## src/rtl/mix_cfg_pkg.sv

```systemverilog
package mix_cfg_pkg;
  localparam int unsigned DIM_W   = 13;
  localparam int unsigned H_LSB   = 16;
  localparam int unsigned WB_LSB  = 12;
  localparam int unsigned FIE_BIT = 4;
  localparam int unsigned EIE_BIT = 5;

  typedef enum logic [1:0] {
    SEL_CTL   = 2'd0,
    SEL_STAT  = 2'd1,
    SEL_APPLY = 2'd2,
    SEL_SIZE  = 2'd3
  } reg_sel_e;

  typedef struct packed {
    logic             en;
    logic [1:0]       wb;
    logic [DIM_W-1:0] w;
    logic [DIM_W-1:0] h;
  } cfg_t;
endpackage

```

## src/rtl/mix_cfg_shadow.sv

```systemverilog
module mix_cfg_shadow
  import mix_cfg_pkg::*;
(
  input  logic        clk_i,
  input  logic        rst_ni,
  input  logic        wr_ctl_i,
  input  logic        wr_size_i,
  input  logic        wr_apply_i,
  input  logic [31:0] wdata_i,
  input  logic        frame_done_i,
  output cfg_t        shd_o,
  output cfg_t        act_o,
  output logic [1:0]  irq_en_o,
  output logic        pend_o
);
  cfg_t       shd_q, act_q;
  logic [1:0] ien_q;
  logic       pend_q;
  logic       xfer;

  assign xfer = pend_q & frame_done_i;

  always_ff @(posedge clk_i or negedge rst_ni) begin
    if (!rst_ni) begin
      shd_q <= '0;
      ien_q <= '0;
    end else begin
      if (wr_ctl_i) begin
        shd_q.en <= wdata_i[0];
        shd_q.wb <= wdata_i[WB_LSB +: 2];
        ien_q    <= {wdata_i[EIE_BIT], wdata_i[FIE_BIT]};
      end
      if (wr_size_i) begin
        shd_q.w <= wdata_i[DIM_W-1:0];
        shd_q.h <= wdata_i[H_LSB +: DIM_W];
      end
    end
  end

  // transfer uses the shadow as it stood before this edge
  always_ff @(posedge clk_i or negedge rst_ni) begin
    if (!rst_ni)   act_q <= '0;
    else if (xfer) act_q <= shd_q;
  end

  // a new request in the transfer cycle survives to the next frame
  always_ff @(posedge clk_i or negedge rst_ni) begin
    if (!rst_ni)                        pend_q <= 1'b0;
    else if (wr_apply_i && wdata_i[0])  pend_q <= 1'b1;
    else if (xfer)                      pend_q <= 1'b0;
  end

  assign shd_o    = shd_q;
  assign act_o    = act_q;
  assign irq_en_o = ien_q;
  assign pend_o   = pend_q;
endmodule

```

## src/rtl/mix_cfg_irq.sv

```systemverilog
module mix_cfg_irq (
  input  logic       clk_i,
  input  logic       rst_ni,
  input  logic       wr_stat_i,
  input  logic [1:0] clr_i,
  input  logic [1:0] irq_en_i,
  input  logic       frame_start_i,
  input  logic       frame_done_i,
  input  logic       err_ev_i,
  output logic [1:0] flags_o,
  output logic       err_stat_o,
  output logic       irq_o
);
  logic [1:0] flags_q, set_v, clr_v;
  logic       err_q;

  assign set_v = {err_ev_i, frame_done_i};
  assign clr_v = wr_stat_i ? clr_i : 2'b00;

  always_ff @(posedge clk_i or negedge rst_ni) begin
    if (!rst_ni) flags_q <= '0;
    else         flags_q <= (flags_q & ~clr_v) | set_v;
  end

  always_ff @(posedge clk_i or negedge rst_ni) begin
    if (!rst_ni)            err_q <= 1'b0;
    else if (err_ev_i)      err_q <= 1'b1;
    else if (frame_start_i) err_q <= 1'b0;
  end

  assign flags_o    = flags_q;
  assign err_stat_o = err_q;
  assign irq_o      = |(flags_q & irq_en_i);
endmodule

```

## src/rtl/mix_cfg_busy.sv

```systemverilog
module mix_cfg_busy (
  input  logic clk_i,
  input  logic rst_ni,
  input  logic act_en_i,
  input  logic frame_start_i,
  input  logic frame_done_i,
  output logic busy_o
);
  logic in_frame_q;

  always_ff @(posedge clk_i or negedge rst_ni) begin
    if (!rst_ni)            in_frame_q <= 1'b0;
    else if (frame_start_i) in_frame_q <= 1'b1;
    else if (frame_done_i)  in_frame_q <= 1'b0;
  end

  assign busy_o = act_en_i & in_frame_q;
endmodule

```

## src/rtl/mix_cfg_regs.sv

```systemverilog
module mix_cfg_regs
  import mix_cfg_pkg::*;
#(
  parameter int unsigned ADDR_W = 4
) (
  input  logic              clk_i,
  input  logic              rst_ni,
  input  logic              reg_wr_i,
  input  logic [ADDR_W-1:0] reg_addr_i,
  input  logic [31:0]       reg_wdata_i,
  output logic [31:0]       reg_rdata_o,
  input  logic              frame_start_i,
  input  logic              frame_done_i,
  input  logic              err_ev_i,
  output logic              mix_en_o,
  output logic [1:0]        wb_port_o,
  output logic [DIM_W-1:0]  out_width_o,
  output logic [DIM_W-1:0]  out_height_o,
  output logic              irq_o
);
  localparam int unsigned SEL_LSB = 2;

  logic       aligned, hit;
  reg_sel_e   sel;
  logic       wr_ctl, wr_stat, wr_apply, wr_size;
  cfg_t       shd, act;
  logic [1:0] irq_en, flags;
  logic       pend, busy, err_stat;

  assign sel     = reg_sel_e'(reg_addr_i[SEL_LSB +: 2]);
  assign aligned = (reg_addr_i[SEL_LSB-1:0] == '0);

  generate
    if (ADDR_W > SEL_LSB + 2) begin : g_hi
      assign hit = aligned && (reg_addr_i[ADDR_W-1:SEL_LSB+2] == '0);
    end else begin : g_nohi
      assign hit = aligned;
    end
  endgenerate

  assign wr_ctl   = reg_wr_i && hit && (sel == SEL_CTL);
  assign wr_stat  = reg_wr_i && hit && (sel == SEL_STAT);
  assign wr_apply = reg_wr_i && hit && (sel == SEL_APPLY);
  assign wr_size  = reg_wr_i && hit && (sel == SEL_SIZE);

  mix_cfg_shadow u_shadow (
    .clk_i       (clk_i),
    .rst_ni      (rst_ni),
    .wr_ctl_i    (wr_ctl),
    .wr_size_i   (wr_size),
    .wr_apply_i  (wr_apply),
    .wdata_i     (reg_wdata_i),
    .frame_done_i(frame_done_i),
    .shd_o       (shd),
    .act_o       (act),
    .irq_en_o    (irq_en),
    .pend_o      (pend)
  );

  mix_cfg_irq u_irq (
    .clk_i        (clk_i),
    .rst_ni       (rst_ni),
    .wr_stat_i    (wr_stat),
    .clr_i        (reg_wdata_i[1:0]),
    .irq_en_i     (irq_en),
    .frame_start_i(frame_start_i),
    .frame_done_i (frame_done_i),
    .err_ev_i     (err_ev_i),
    .flags_o      (flags),
    .err_stat_o   (err_stat),
    .irq_o        (irq_o)
  );

  mix_cfg_busy u_busy (
    .clk_i        (clk_i),
    .rst_ni       (rst_ni),
    .act_en_i     (act.en),
    .frame_start_i(frame_start_i),
    .frame_done_i (frame_done_i),
    .busy_o       (busy)
  );

  always_comb begin
    reg_rdata_o = '0;
    if (hit) begin
      unique case (sel)
        SEL_CTL: begin
          reg_rdata_o[0]            = shd.en;
          reg_rdata_o[FIE_BIT]      = irq_en[0];
          reg_rdata_o[EIE_BIT]      = irq_en[1];
          reg_rdata_o[WB_LSB +: 2]  = shd.wb;
        end
        SEL_STAT: begin
          reg_rdata_o[1:0] = flags;
          reg_rdata_o[4]   = busy;
          reg_rdata_o[5]   = err_stat;
        end
        SEL_APPLY: reg_rdata_o[0] = pend;
        SEL_SIZE: begin
          reg_rdata_o[DIM_W-1:0]      = shd.w;
          reg_rdata_o[H_LSB +: DIM_W] = shd.h;
        end
        default: reg_rdata_o = '0;
      endcase
    end
  end

  assign mix_en_o     = act.en;
  assign wb_port_o    = act.wb;
  assign out_width_o  = act.w;
  assign out_height_o = act.h;
endmodule

```

## config.mk

```make
export PLATFORM = sky130hd
export DESIGN_NAME = mix_cfg_regs
export DESIGN_NICKNAME = d
export VERILOG_FILES = /design/src/rtl/mix_cfg_pkg.sv /design/src/rtl/mix_cfg_shadow.sv /design/src/rtl/mix_cfg_irq.sv /design/src/rtl/mix_cfg_busy.sv /design/src/rtl/mix_cfg_regs.sv
export SDC_FILE = /design/constraint.sdc
export NUM_CORES = 1
export LEC_CHECK = 0
export ABC_AREA = 0
export BUFFER_PORTS_ARGS = -buffer_cell sky130_fd_sc_hd__buf_2
export CORE_MARGIN = 5
export CORE_UTILIZATION = 40
export CTS_CLUSTER_SIZE = 10
export DETAILED_ROUTE_END_ITERATION = 10
export PLACE_DENSITY_LB_ADDON = 0.08
export REMOVE_ABC_BUFFERS = 1
export SYNTH_ARGS = -nofsm -noshare
export SYNTH_HDL_FRONTEND = slang
export SYNTH_SLANG_ARGS = --single-unit
```

## constraint.sdc

```tcl
create_clock -name clk_i -period 1.7 [get_ports clk_i]
set_input_delay 0.255 -clock clk_i [delete_from_list [all_inputs] [get_ports clk_i]]
set_output_delay 0.255 -clock clk_i [all_outputs]
set_load 0.005 [all_outputs]
```

==> results.sh <==
export IMPL_worstPathMaxFanout=5
export IMPL_synth_xor_area_share_pct=0
export IMPL_cts_buffer_depth=2
export IMPL_syn2layout_area_growth_pct=27.6
export IMPL_cts_tree="yes"
export IMPL_hold_class="in2reg"
export IMPL_fin_crit_ns=1.57
export IMPL_grt_max_degree=66
export IMPL_core_area_um2=7210
export IMPL_hold_violations=0
export IMPL_finalHoldWorstSlack_ns=0.156
export IMPL_cp_common_cell="buf_2"
export IMPL_dp_cells=392
export IMPL_crit_type="in2out"
export IMPL_dp_slack_ns=0.00321
export IMPL_insertion_delay_ns=0.32
export IMPL_arrival_ns=1.32
export IMPL_io_buffers=93
export IMPL_ys_warn_count=0
export IMPL_drv_cap=0
export IMPL_die_h_um=95.8
export IMPL_rsz0062_at_grt="false"
export IMPL_antenna_left=0
export IMPL_synth_adder_area_share_pct=2.55
export IMPL_crit_chain="buf_2 > inv_1 > ha_1 > a22oi_1 > a211oi_1 > buf_2"
export IMPL_worst_path_max_delay_cell="a211oi_1"
export IMPL_synth_seq_area_share_pct=55.3
export IMPL_syn_area_um2=2940
export IMPL_post_route_period_util_pct=92.4
export IMPL_drtIter0Drc=39
export IMPL_cts_root_buf="clkbuf_8"
export IMPL_fin_cells=409
export IMPL_synth_top_family_by_area="multiplexers"
export IMPL_grt_pass1_vias=2026
export IMPL_async_flop_share_pct=100
export IMPL_antenna_found_initial=0
export IMPL_synth_compound_area_share_pct=3.74
export IMPL_slew_viol_final=0
export IMPL_cts_setup_buffers=0
export IMPL_grt_pass1_wl_um=10500
export IMPL_end_kind="primary output"
export IMPL_avgViaCountPerCell=4.82
export IMPL_ys_types=33
export IMPL_ys_flop_type="dfrtp_1"
export IMPL_ys_ff_latch=65
export IMPL_drt_wirelength_per_cell_um=16.2
export IMPL_tns_ns=0
export IMPL_yosys_area_share_simple_pct=7.53
export IMPL_total_power_mw=4.26
export IMPL_fillers=693
export IMPL_routed_wl_um=6620
export IMPL_design_area_um2=3760
export IMPL_clock_fmax_ghz=0.636
export IMPL_p_leak_nw=2.06
export IMPL_cpLargestDelayFamily="buffers and inverters"
export IMPL_finish_utilization_pct=52.1
export IMPL_grt_overflow_total=0
export IMPL_fin_skew_ns=0.00447
export IMPL_grt_usage_pct=15.1
export IMPL_initial_core_util_pct=40.8
export IMPL_yosysMostFrequentCell="dfrtp_1"
export IMPL_setup_viol=0
export IMPL_yosys_area_top_type="dfrtp_1"
export IMPL_die_width_um=95.8
export IMPL_synth_area_per_cell_um2=14.5
export IMPL_routabilityCongestion=0.765
export IMPL_placed_area_um2=3520
export IMPL_syn_instance_count=203
export IMPL_post_dp_hpwl_um=4690
export IMPL_num_vias=1971
export IMPL_cts_buffers=9
export IMPL_io_pins=104
export IMPL_synthTopCellsByArea="dfrtp_1 55%, mux2_2 15%, mux2_4 10%"
export IMPL_ir_worst_vdd_mv=0.525
export IMPL_muxShareOfSynthArea_pct=25.5
export IMPL_n_antenna_cell=0
export IMPL_path_buf_inv=3
export IMPL_drc_errors=0
export IMPL_power_density_nw_per_um2=1140
export IMPL_drive_gt1_share_pct=59.0
export IMPL_clk_pin_slew_ns=0.07
export IMPL_rows=31
export IMPL_startpoint_type="primary input"
export IMPL_synth_commonest_cells="65 x dfrtp_1, 40 x mux2_2, 21 x and3_1"
export IMPL_required_ns=1.44
export IMPL_cts_htree_levels=3
export IMPL_cts_sinks=65
export IMPL_synth_top_area_share_pct=55.3
export IMPL_run_status="completed"
export IMPL_first_pass_iters=4
export IMPL_num_nets_final=353
export IMPL_synth_edf_count=0
export IMPL_dieArea_um2=9170
export IMPL_cpPeakStageDelay_ns=0.29
export IMPL_fin_ws_ns=0.128
-- power by group --
group	internal [mW]	switching, mW	total (mW)
logic	0.486	0.274	0.761
clock network	0.865	0.573	1.44
registers	1.87	0.196	2.07
total	3.22	1.04	4.26
-- cell usage in the layout, fill, tap and decap left out, drive strengths merged, types with 2 or more instances in the layout --
| cell type | count |
|---|---|
| buf | 103 |
| conb | 5 |
| mux2 | 60 |
| ha | 6 |
| clkinv | 3 |
| inv | 5 |
| and4bb | 2 |
| bufinv | 2 |
| nor2b | 2 |
| a22oi | 4 |
| nor3 | 2 |
| dfrtp | 65 |
| clkbuf | 11 |
| nor2 | 3 |
| and3 | 22 |
-- registers in the layout, summed over array words and instances (netlist names) --
register           count
u_shadow.act_o        29
u_shadow.shd_o        29
u_irq.flags_o          2
u_shadow.irq_en_o      2
u_busy.in_frame_q      1
u_irq.err_stat_o       1
u_shadow.pend_o        1
-- final cells by class --
| class | instances | area [um^2] | share of cell area, % |
|---|---|---|---|
| Clock buffer | 11 | 141 | 3.76 |
| Timing Repair Buffer | 104 | 588 | 15.7 |
| Tap cell | 99 | 124 | 3.30 |
| Inverter | 5 | 18.8 | 0.500 |
| Sequential cell | 65 | 1630 | 43.3 |
| Clock inverter | 5 | 78.8 | 2.10 |
| Multi-Input combinational cell | 120 | 1180 | 31.4 |
-- final timing paths --
path,start,endpoint,slack [ns],depth (start not counted)
setup reg to reg,u_shadow.pend_o$_DFFE_PN0P_,u_shadow.act_o[16]$_DFFE_PN0P_,0.45,3
min in group asynchronous,rst_ni,u_shadow.pend_o$_DFFE_PN0P_,0.48,3
setup / recovery,reg_addr_i[2],reg_rdata_o[4],0.13,6
hold reg to reg,u_shadow.act_o[23]$_DFFE_PN0P_,u_shadow.act_o[23]$_DFFE_PN0P_,0.50,1
hold / removal,err_ev_i,u_irq.err_stat_o$_DFFE_PN0P_,0.16,2
max in group asynchronous,rst_ni,u_shadow.shd_o[20]$_DFFE_PN0P_,0.94,3
-- timing repair --
action,CTS,global route
hold endpoints to repair,65,0
endpoints found under the setup margin,0,1
gates resized for setup,0,1
hold buffers,1,0
-- routing by layer --
metal / up-vias / track usage [%] / routed length [um]
met5: - / 0 / 0
met4: 0 / 4.98 / 72
met3: 7 / 3.67 / 391
met2: 66 / 22.8 / 2980
li1: 917 / - / -
met1: 981 / 21.3 / 3170
-- worst reg2reg max path, delay by kind of cell, from the launching register on --
family                 cells  cell delay, ns
buffers and inverters      1            0.28
DFF                        1            0.38
muxes                      1            0.37
and+or+nand+nor            1            0.11
-- logic make-up (layout without fill, tap and decap cells) --
group / count (synthesis) / after routing
DFF: 65 / 65
muxes: 60 / 60
buffers and inverters: 22 / 125
adders and majority gates: 6 / 6
other: 1 / 5
AOI/OAI and AO/OA: 14 / 14
and+or+nand+nor: 35 / 35
Note: power is estimated with default switching activity, not from simulation.
